--- src/rtl/win_wd_pkg.sv ---
package win_wd_pkg;
    typedef enum logic [1:0] {
        WD_IDLE   = 2'd0,
        WD_IGNORE = 2'd1,
        WD_OPEN   = 2'd2,
        WD_CLOSED = 2'd3
    } wd_state_e;
endpackage

--- src/rtl/win_wd_sync.sv ---
module win_wd_sync #(
    parameter int STAGES = 2
) (
    input  logic clk,
    input  logic rst_n,
    input  logic async_i,
    output logic sync_o
);
    logic [STAGES-1:0] chain_d, chain_q;

    always_comb begin
        chain_d = {chain_q[STAGES-2:0], async_i};
    end

    always_ff @(posedge clk or negedge rst_n) begin
        if (!rst_n) chain_q <= '0;
        else        chain_q <= chain_d;
    end

    assign sync_o = chain_q[STAGES-1];
endmodule

--- src/rtl/win_wd_ticker.sv ---
module win_wd_ticker #(
    parameter int SMP_FAST_CYC = 12500,
    parameter int SMP_SLOW_CYC = 50000
) (
    input  logic clk,
    input  logic rst_n,
    input  logic run_i,
    input  logic fast_i,
    output logic tick_o
);
    localparam int MAXP = (SMP_FAST_CYC > SMP_SLOW_CYC) ? SMP_FAST_CYC : SMP_SLOW_CYC;
    localparam int TW   = $clog2(MAXP + 1);

    logic [TW-1:0] cnt_d, cnt_q;
    logic [TW-1:0] last;

    always_comb begin
        last   = fast_i ? TW'(SMP_FAST_CYC - 1) : TW'(SMP_SLOW_CYC - 1);
        tick_o = run_i && (cnt_q >= last);
        if (!run_i || cnt_q >= last) cnt_d = '0;
        else                         cnt_d = cnt_q + 1'b1;
    end

    always_ff @(posedge clk or negedge rst_n) begin
        if (!rst_n) cnt_q <= '0;
        else        cnt_q <= cnt_d;
    end
endmodule

--- src/rtl/win_wd_decoder.sv ---
module win_wd_decoder (
    input  logic clk,
    input  logic rst_n,
    input  logic tick_i,
    input  logic level_i,
    input  logic clear_i,
    output logic valid_o
);
    logic [2:0] hist_d, hist_q;

    always_comb begin
        valid_o = tick_i && (hist_q == 3'b110) && !level_i;
        hist_d  = hist_q;
        if (clear_i)     hist_d = '0;
        else if (tick_i) hist_d = {hist_q[1:0], level_i};
    end

    always_ff @(posedge clk or negedge rst_n) begin
        if (!rst_n) hist_q <= '0;
        else        hist_q <= hist_d;
    end
endmodule

--- src/rtl/win_watchdog.sv ---
module win_watchdog
    import win_wd_pkg::*;
#(
    parameter int SMP_FAST_CYC = 12500,
    parameter int SMP_SLOW_CYC = 50000,
    parameter int WIN_SMP      = 128
) (
    input  logic       clk,
    input  logic       rst_n,
    input  logic       release_i,
    input  logic       wdi_i,
    input  logic       fast_i,
    input  logic       disable_i,
    output logic       req_o,
    output logic [1:0] state_o
);
    localparam int            WCW   = $clog2(WIN_SMP + 1);
    localparam logic [WCW-1:0] WLAST = WCW'(WIN_SMP - 1);

    typedef struct packed {
        wd_state_e      state;
        logic [WCW-1:0] wcnt;
        logic           req;
    } wd_regs_t;

    wd_regs_t r_d, r_q;
    logic     wdi_s, tick, valid, clear;

    win_wd_sync #(.STAGES(2)) u_sync (
        .clk(clk), .rst_n(rst_n), .async_i(wdi_i), .sync_o(wdi_s)
    );

    win_wd_ticker #(.SMP_FAST_CYC(SMP_FAST_CYC), .SMP_SLOW_CYC(SMP_SLOW_CYC)) u_tick (
        .clk(clk), .rst_n(rst_n), .run_i(r_q.state != WD_IDLE),
        .fast_i(fast_i), .tick_o(tick)
    );

    win_wd_decoder u_dec (
        .clk(clk), .rst_n(rst_n), .tick_i(tick), .level_i(wdi_s),
        .clear_i(clear), .valid_o(valid)
    );

    always_comb begin
        r_d     = r_q;
        r_d.req = 1'b0;
        if (disable_i) begin
            r_d.state = WD_IDLE;
            r_d.wcnt  = '0;
        end else begin
            unique case (r_q.state)
                WD_IDLE: begin
                    if (release_i) begin
                        r_d.state = WD_IGNORE;
                        r_d.wcnt  = '0;
                    end
                end
                WD_IGNORE: begin
                    if (tick) begin
                        if (r_q.wcnt == WLAST) begin
                            r_d.state = WD_OPEN;
                            r_d.wcnt  = '0;
                        end else begin
                            r_d.wcnt = r_q.wcnt + 1'b1;
                        end
                    end
                end
                WD_OPEN: begin
                    if (tick) begin
                        if (valid) begin
                            r_d.state = WD_CLOSED;
                            r_d.wcnt  = '0;
                        end else if (r_q.wcnt == WLAST) begin
                            r_d.state = WD_IDLE;
                            r_d.wcnt  = '0;
                            r_d.req   = 1'b1;
                        end else begin
                            r_d.wcnt = r_q.wcnt + 1'b1;
                        end
                    end
                end
                WD_CLOSED: begin
                    if (tick) begin
                        if (valid) begin
                            r_d.state = WD_IDLE;
                            r_d.wcnt  = '0;
                            r_d.req   = 1'b1;
                        end else if (r_q.wcnt == WLAST) begin
                            r_d.state = WD_OPEN;
                            r_d.wcnt  = '0;
                        end else begin
                            r_d.wcnt = r_q.wcnt + 1'b1;
                        end
                    end
                end
                default: r_d.state = WD_IDLE;
            endcase
        end
        clear = (r_d.state != r_q.state) &&
                !(r_q.state == WD_CLOSED && r_d.state == WD_OPEN);
    end

    always_ff @(posedge clk or negedge rst_n) begin
        if (!rst_n) begin
            r_q.state <= WD_IDLE;
            r_q.wcnt  <= '0;
            r_q.req   <= 1'b0;
        end else begin
            r_q <= r_d;
        end
    end

    assign req_o   = r_q.req;
    assign state_o = r_q.state;
endmodule

--- config.mk ---
export PLATFORM = sky130hd
export DESIGN_NAME = win_watchdog
export DESIGN_NICKNAME = d
export VERILOG_FILES = /design/src/rtl/win_wd_pkg.sv /design/src/rtl/win_wd_sync.sv /design/src/rtl/win_wd_ticker.sv /design/src/rtl/win_wd_decoder.sv /design/src/rtl/win_watchdog.sv
export SDC_FILE = /design/constraint.sdc
export NUM_CORES = 1
export LEC_CHECK = 0
export BUFFER_PORTS_ARGS = -buffer_cell sky130_fd_sc_hd__buf_2
export CAP_MARGIN = 5
export CORE_MARGIN = 5
export CORE_UTILIZATION = 50
export DETAILED_ROUTE_END_ITERATION = 12
export GPL_TIMING_DRIVEN = 1
export PLACE_DENSITY = 0.67
export SYNTH_ARGS = -nofsm -noshare
export SYNTH_HDL_FRONTEND = slang
export SYNTH_HIERARCHICAL = 1
export SYNTH_SLANG_ARGS = --single-unit
--- constraint.sdc ---
create_clock -name clk -period 4.4 [get_ports clk]
set_input_delay 0.22 -clock clk [delete_from_list [all_inputs] [get_ports clk]]
set_output_delay 0.22 -clock clk [all_outputs]
set_load 0.02 [all_outputs]
# == Word level (Yosys, flattened, before mapping) ==
# Cells that the tools add are included.
# word_totals
reg_bits,32
input_bits,6
# op_classes
magnitude_cmp,1
mux,20
n_eq_ne,11
reduce_logical,13
add_sub_neg,2
# ops
operator,n
$mux W10,5
$pmux W10 S4,1
$mux W16,2
$mux W11,2
$add A16 B1 Y16 const B,1
$ge A16 B16 Y1,1
$ne A3 B2 Y1 const B,3
$add A8 B1 Y8 const B,1
$eq A8 B7 Y1 const B,1
$mux W8,1
$eq A2 B2 Y1 const B,3
$mux W3,2
$logic_and A1 B1 Y1,5
$mux W1,4
$mux W2,2
$reduce_and A4 Y1,1
$reduce_bool A2 Y1,2
$eq A3 B3 Y1 const B,1
$logic_not A1 Y1,3
$ne A3 B3 Y1 const B,1
$eq A2 B1 Y1 const B,1
$logic_not A2 Y1,1
$ne A2 B2 Y1,1
$pmux W1 S2,1
$logic_or A1 B1 Y1,1

# == Logic depth before layout (Yosys ltp) ==
# Gate-level depths: netlist (run 1).
# depth
word_depth,14
depth_mapped,13
mapped_depth_nobuf,12

# == Cells and area by module ==
# The synthesis (run 1) kept the hierarchy.
# modules_own_cells
mod,instances,area_each_um2,cells_per_inst
win_wd_ticker,1,1006.0,102
win_watchdog,1,699.4,72
win_wd_decoder,1,128.9,11
win_wd_sync,1,50.0,2

# == Worst setup path before layout (run 1) ==
# No wires, ideal clock.
# synth_path
kind,flip-flop to flip-flop
from,register u_tick.cnt_q[13]
to,register r_q[8] (netlist name)
arrival_time_ns,3.033
stages_incl_launch_ff,13
synth_period_minus_slack_ns,3.159
setup_slack_ns,1.241
setup_time_ns,0.126
path_cell_list,dfrtp_1 ha_1 nand4_1 or4_4 o21ai_0 and2_1 nand4b_1 nor2_1 nand2_1 and4b_1 buf_6 and2_4 a221o_1
# synth_between
elab_chain_len,8
word_cells_on_any_way,14
cone_classes,order compare: 1; eq/ne: 3; mux: 6; reduce/logical: 4
# synth_rtl
item,line,source
from (decl),win_wd_ticker.sv:14,"logic [TW-1:0] cnt_d, cnt_q;"
from (signal assigned),win_wd_ticker.sv:26,else cnt_q <= cnt_d;
$ge A16 B16 Y1 (*),win_wd_ticker.sv:19,tick_o = run_i && (cnt_q >= last);
$logic_and A1 B1 Y1 (*),win_wd_ticker.sv:19,
named net tick,win_watchdog.sv:27,"logic wdi_s, tick, valid, clear;"
$logic_and A1 B1 Y1 (*) (2 in series),win_wd_decoder.sv:12,valid_o = tick_i && (hist_q == 3'b110) && !level_i;
named net valid,win_watchdog.sv:27,
"$mux W10, on equally long branches","win_watchdog.sv:83, win_watchdog.sv:69",
"$mux W11, on equally long branches","win_watchdog.sv:82, win_watchdog.sv:68",
$pmux W10 S4 (*),win_watchdog.sv:50,unique case (r_q.state)
$mux W10 (*),win_watchdog.sv:46,if (disable_i) begin
to (signal assigned),win_watchdog.sv:108,r_q <= r_d;
to (decl),win_watchdog.sv:26,"wd_regs_t r_d, r_q;"
# Mark *: on every way through the listed nets, which the timed path passes. The rest lies on a longest branch. The select of a mux whose other input is x is not followed.
# A chain may end at the register's enable or synchronous reset.

# == Worst setup path after layout (run 1) ==
# Ends and elaborated chain as after synthesis.

==> results of run 1 <==
[final timing paths]
check	depth (start not counted)	slack [ns]	end
max reg2reg	11	0.92	r_q[8]
max	11	0.92	r_q[8]
min	1	0.04	u_sync/chain_q[0]
max in group asynchronous	2	3.42	u_tick/cnt_q[13]
min reg2reg	0	0.36	u_sync/chain_q[1]
min in group asynchronous	2	0.52	r_q[7]
[where the power goes]
| part | leakage, nW | internal, mW | total [mW] | switching (mW) |
|---|---|---|---|---|
| clock | 0.0510 | 0.125 | 0.234 | 0.109 |
| combinational | 0.381 | 0.0129 | 0.0366 | 0.0237 |
| sequential | 0.440 | 0.297 | 0.301 | 0.00335 |
[per-layer routing]
layer / track usage [%] / share of wire, % / vias to the layer above
li1: - / - / 688
met1: 17.5 / 43 / 639
met2: 26.8 / 50 / 30
met3: 4.49 / 4.5 / 9
met4: 8.56 / 2.7 / 0
met5: 0 / 0 / -
[sequential cells by signal (all words and copies together), names as in the netlist]
signal	count
state_o	2
r_q	8
u_tick/cnt_q	16
req_o	1
u_dec/hist_q	3
u_sync/chain_q	2
[kinds of logic (layout without fill, tap and decap cells)]
group | Yosys count | after routing
buf+inv | 16 | 27
xor+xnor | 14 | 14
simple gates | 77 | 77
compound gates | 30 | 30
flops | 32 | 32
mux | 6 | 6
fa+ha+maj | 12 | 12
[cell usage after synthesis, drive strengths merged (4+ instances only)]
library cell  count  area (sq um)
mux2i             6          60.1
dfrtp            32           801
nor2             26          97.6
a21oi             9          45.0
nor4              4          40.0
nor3              4          20.0
nand3             9          45.0
nand4             6          37.5
inv              10          37.5
buf               6          52.5
xnor2            11          96.3
nand2            12          45.0
ha               12           150
[cell type report]
| cell class | count | area [sq um] |
|---|---|---|
| Fill cell | 341 | 1630 |
| Multi-Input combinational cell | 139 | 993 |
| Sequential cell | 32 | 801 |
| Clock buffer | 6 | 82.6 |
| Tap cell | 48 | 60.1 |
| Timing Repair Buffer | 9 | 50.0 |
| Inverter | 10 | 37.5 |
| Clock inverter | 2 | 10.0 |
[per-stage QoR]
stage	util (%)	hold slack, ns	setup WS [ns]	cells
after global placement	52.8	0.299	1.02	237
after detailed placement	52.8	0.311	0.856	237
final	55.6	0.0439	0.923	246
after global routing	55.6	0.0352	0.641	246
after CTS	55.6	0.0354	0.917	246
after floorplan	-	-0.0756	1.24	187
[worst register-to-register path, delay by kind of cell, from the launching register on]
kind,cells,cell delay (ns)
fa+ha+maj,1,0.34
compound gates,2,0.43
flops,1,0.44
simple gates,8,2.16
==> metrics.yaml, run 1 <==
status: "complete, no violations"
tns_ns: 0
clock_skew_ns: 0.00982
finalCritPeriodShare_pct: 79.0
wl_per_cell_um: 14.0
vias: 1366
drc: 0
power.total_mw: 0.571
wirelength_mm: 3.45
cts_tree: "done"
ys_seq_area_share_pct: 42.5
place_area_sq_mm: 0.00193
final_common_cell: "dfrtp_1"
core_area_sq_mm: 0.00366
clock_sinks: 32
p_per_area_mw_per_mm2: 281
initial_utilization_pct: 51.5
hold_path.class: "primary input to register"
antenna_found_initial: 0
cts_buffers: 5
cts_buffer_depth: 2
min_period_ns: 3.48
io_buffers: 8
clkTransAtPathRegs_ns: 0.07
synth-main-ff-cell: "dfrtp_1"
synth_fa_ha_area_share_pct: 7.97
worstHoldStart: "wdi_i"
syn_area_per_cell_sq_um: 10.1
synth_simple_gate_area_share_pct: 22.0
setup.worst_path.start: "u_tick/cnt_q[13]"
slew_viol_final: 0
cp-end-kind: "register"
htreeDepth: 2
grt_start_max_net_pins: 33
cts-hold-fix-buffers: 1
arrival_ns: 3.65
synth_cell_types: 45
synth_seq_cells: 32
fp.dieH_um: 71.4
gp_congestion: 0.801
track_usage_pct: 15.7
cpMaxStageDelayCell: "or4_4"
io_pins: 9
post_cts_buffers: 0
nets: 215
cap_viol_max_count: 0
final_layout_size_suffix_gt1_share_pct: 15.7
drt_iter0_drc: 103
worst_pin_slew_ns: 0.697
synth.area.mux_share_pct: 3.19
synth_compound_area_share_pct: 13.0
syn_area_sq_mm: 0.00188
critPathTopFamily: "simple AND/OR/NAND/NOR gates"
finalHoldViolCount: 0
synth-edff-count: 0
rsz0062_at_grt: "false"
viasPerCell: 5.55
die_area_sq_mm: 0.00510
final_cell_area_sq_mm: 0.00203
rows: 22
start_kind: "register"
clockRootBuffer: "clkbuf_8"
synth-xor-area-share_pct: 6.51
grt_pass1_vias: 1468
synth_fp_nets: 205
synth_warnings: 6
clock_latency_ns: 0.29
path_class: "register to register"
async_reset_ff_share_pct: 100
cp_num_buf_inv: 0
ir_worst_vdd_mv: 0.185
synth_top_family_by_area: "simple AND/OR/NAND/NOR gates"
crit_required_ns: 4.57
cp_cell_sequence: "ha_1 -> nand4_1 -> or4_4 -> o21ai_0 -> and2_1 -> nand4b_1 -> nor2_1 -> nand2_1 -> and4b_1 -> and2_4 -> a221o_1"
p_leak_nw: 0.872
diodes: 0
crit_path_max_fanout: 11
max_stage_delay_ns: 0.51
finalSetupViolations: 0
slew_headroom_pct: 53.5
syn2layout_area_growth_pct: 7.97
grt_pass1_wl_mm: 6.38
fmax_mhz: 288
layout.cells.most_common_list: "dfrtp_1 (32), nor2_1 (26), nand2_1 (12), ha_1 (12), xnor2_1 (11)"
regToRegStartpoint: "u_tick/cnt_q[13]"
cts-resized-gates: 0
dp_hpwl_mm: 2.52
firstDrtPassIters: 4
ant_nets: 0
overflow: 0
die_w_um: 71.4
synthCells: 187
(Power assumes the default switching activity.)
==> inputs of run 2 (changes only) <==
--- a/config.mk
+++ b/config.mk
@@ -5,6 +5,7 @@
 export SDC_FILE = /design/constraint.sdc
 export NUM_CORES = 1
 export LEC_CHECK = 0
+export ABC_AREA = 1
 export BUFFER_PORTS_ARGS = -buffer_cell sky130_fd_sc_hd__buf_2
 export CAP_MARGIN = 5
 export CORE_MARGIN = 5
==> constraint.sdc (replaced) <==
create_clock -name clk -period 3.3 [get_ports clk]
set_input_delay 0.165 -clock clk [delete_from_list [all_inputs] [get_ports clk]]
set_output_delay 0.165 -clock clk [all_outputs]
set_load 0.02 [all_outputs]
==> run 2 against run 1 <==
Net effect:
- utilization is 1.4 points higher
- largest power group is now clock
- clock-buffer cell count grew 1
- synthesized cell count increased by 35%
- non-clock buffer count increased by 2
==> metrics.yaml, run 2 <==
synth-main-ff-cell: "dfrtp_1"
post_cts_buffers: 0
p_sw_mw: 0.196
syn_area_sq_mm: 0.00203
io_buffers: 8
clock_latency_ns: 0.28
wl_per_cell_um: 11.3
antenna_found_initial: 0
cap_viol_max_count: 0
seqPwrFrac_pct: 45.5
p_per_area_mw_per_mm2: 389
diodes: 0
drc: 0
synth_area_leaders: "dfrtp_1 (39%), nand2_1 (11%), ha_1 (7.4%), nor2_2 (6.2%), nor2_1 (4.6%)"
reg_top3: "u_tick/cnt_q x16, r_q x8, u_dec/hist_q x3"
arrival_ns: 2.81
worst_pin_slew_ns: 0.715
final_common_cell: "nand2_1"
synth_cell_types: 35
io_pins: 9
ant_nets: 0
clock_skew_ns: 0.0115
largest_reg_flops: 16
synthCells: 252
synth-edff-count: 0
postLayoutCoreUtil_pct: 57.0
max_stage_delay_ns: 0.40
overflow: 0
synth_top_area_cell: "dfrtp_1"
synth_fp_nets: 270
finalSetupViolations: 0
cts_buffers: 5
dp.cells: 308
slew_headroom_pct: 52.4
rsz0062_at_grt: "false"
cp-end-kind: "register"
cp_common_cell: "nand2_1"
track_usage_pct: 15.7
start_kind: "register"
async_reset_ff_share_pct: 100
switching_share_pct: 22.2
grt_pass1_wl_mm: 6.63
layout.cells.most_common_list: "nand2_1 (59), dfrtp_1 (32), nor2_1 (25)"
crit_path_max_fanout: 3
die_area_sq_mm: 0.00544
gp_congestion: 0.880
grt_start_max_net_pins: 33
core_area_sq_mm: 0.00397
top_register: "u_tick/cnt_q"
slew_viol_final: 0
tns_ns: 0
pwr-share-comb_pct: 7.5
rows: 23
initial_utilization_pct: 51.2
dp_hpwl_mm: 2.70
clock_sinks: 32
finalCritPeriodShare_pct: 79.8
power_frac_clock_pct: 47.0
die_w_um: 73.8
status: "complete, no violations"
final_layout_size_suffix_gt1_share_pct: 23.5
drt_iter0_drc: 105
p_int_mw: 0.684
cts_tree: "done"
clockRootBuffer: "clkbuf_8"
vias: 1588
syn2layout_area_growth_pct: 11.3
grt_pass1_vias: 1546
power.total_mw: 0.880
whs_ns: 0.0893
ys_seq_area_share_pct: 39.4
wirelength_mm: 3.60
clkTransAtPathRegs_ns: 0.07
path_class: "register to register"
cpMaxStageDelayCell: "dfrtp_1"
viasPerCell: 4.99
fp.dieH_um: 73.8
synth_seq_cells: 32
p_leak_nw: 1.10
syn_area_per_cell_sq_um: 8.06
critPathTopFamily: "simple AND/OR/NAND/NOR gates"
yosysMostFrequentCell: "nand2_1"
hold_path.class: "primary input to register"
synth_warnings: 6
synth_top_area_share_pct: 39.4
fmax_mhz: 380
min_period_ns: 2.63
finalHoldViolCount: 0
synthTopCellsByCount: "nand2_1 (59), dfrtp_1 (32), nor2_1 (25), inv_1 (23), nor2_2 (20)"
cts_buffer_depth: 2
cp_num_buf_inv: 3
firstDrtPassIters: 4
cp_cell_sequence: "ha_1 -> nand2_1 -> inv_1 -> nand3_1 -> nor2_1 -> nand2_1 -> a21boi_0 -> nand2_1 -> nor2_1 -> nand2_1 -> inv_1 -> a21oi_1 -> nand2_1 -> nand2_1 -> nand2_1 -> nand2_1 -> nand3_1 -> nand2_1 -> nand2_1 -> inv_1 -> nand3_1 -> nand2_1"
crit_required_ns: 3.48
htreeDepth: 2
nets: 285
stdcell_count: 318
ir_worst_vdd_mv: 0.436
## run 2: changes by cell type after synthesis, sizes merged, moves of 6 or more
cell / before / now
inv: 10 / 31
mux2i: 6 / 0
nand2: 12 / 69
nand3: 9 / 17
nor2: 26 / 47
xnor2: 11 / 2
xor2: 3 / 10
## run 2: layout make-up
class	count	area, sq um
fill	373	1710
inverter	33	138
sequential	32	801
clock inverter	1	30.0
tap	50	62.6
clock buffer	7	96.3
timing repair buffer	11	67.6
multi-input combinational	184	1070
## run 2: worst register-to-register path, cell delays in order (launching register included)
cell and delay (ns):
dfrtp_1 0.40, ha_1 0.30, nand2_1 0.05, inv_1 0.07, nand3_1 0.09, nor2_1 0.11
nand2_1 0.10, a21boi_0 0.23, nand2_1 0.08, nor2_1 0.20, nand2_1 0.10, inv_1 0.08
a21oi_1 0.07, nand2_1 0.07, nand2_1 0.04, nand2_1 0.07, nand2_1 0.05, nand3_1 0.08
nand2_1 0.05, nand2_1 0.08, inv_1 0.08, nand3_1 0.07, nand2_1 0.05
## run 2: metrics by stage
| stage | area [sq um] | setup WS, ns |
|---|---|---|
| after floorplan | 2030 | 0.220 |
| after global placement | 2120 | 0.692 |
| after detailed placement | 2120 | 0.603 |
| after CTS | 2260 | 0.649 |
| after global routing | 2260 | 0.303 |
| final | 2260 | 0.666 |
## run 2: power groups by stage
stage	registers [mW]	clock network [mW]	logic, mW
floorplan	0.407	0	0.0475
global placement	0.408	0	0.0653
detailed placement	0.408	0	0.0652
CTS	0.401	0.423	0.0670
global route	0.401	0.443	0.0768
finish	0.401	0.413	0.0658
## run 2: layer usage
metal	up-vias	wire length, um	track usage [%]
li1	825	-	-
met1	733	1850	21.2
met2	22	1590	23.9
met3	8	116	4.10
met4	0	54	6.04
met5	-	0	0
## run 2: repair_timing
item / 4_1_cts / 5_1_grt
hold buffers: 2 / 0
endpoints found under the hold margin: 33 / 0
resized for setup: 0 / 0
## run 2: worst paths after layout
kind	slack [ns]	endpoint	startpoint	depth (start not counted)
setup / recovery	0.67	u_dec/hist_q[1]	u_tick/cnt_q[15]	22
hold / removal	0.09	req_o	disable_i	2
setup reg to reg	0.67	u_dec/hist_q[1]	u_tick/cnt_q[15]	22
hold reg to reg	0.37	u_sync/chain_q[1]	u_sync/chain_q[0]	0
max in group asynchronous	2.36	u_tick/cnt_q[6]	rst_n	2
min in group asynchronous	0.47	u_tick/cnt_q[14]	rst_n	2
## run 2: kinds of logic (layout without fill, tap and decap cells)
| logic type | after synthesis | in the layout | synth area share (%) |
|---|---|---|---|
| AOI/OAI and AO/OA | 18 | 18 | 5.42 |
| xor gates and xnor gates | 12 | 12 | 5.17 |
| and+or+nand+nor | 142 | 142 | 34.5 |
| buffers and inverters | 36 | 52 | 8.07 |
| DFF | 32 | 32 | 39.4 |
| adders and majority gates | 12 | 12 | 7.39 |
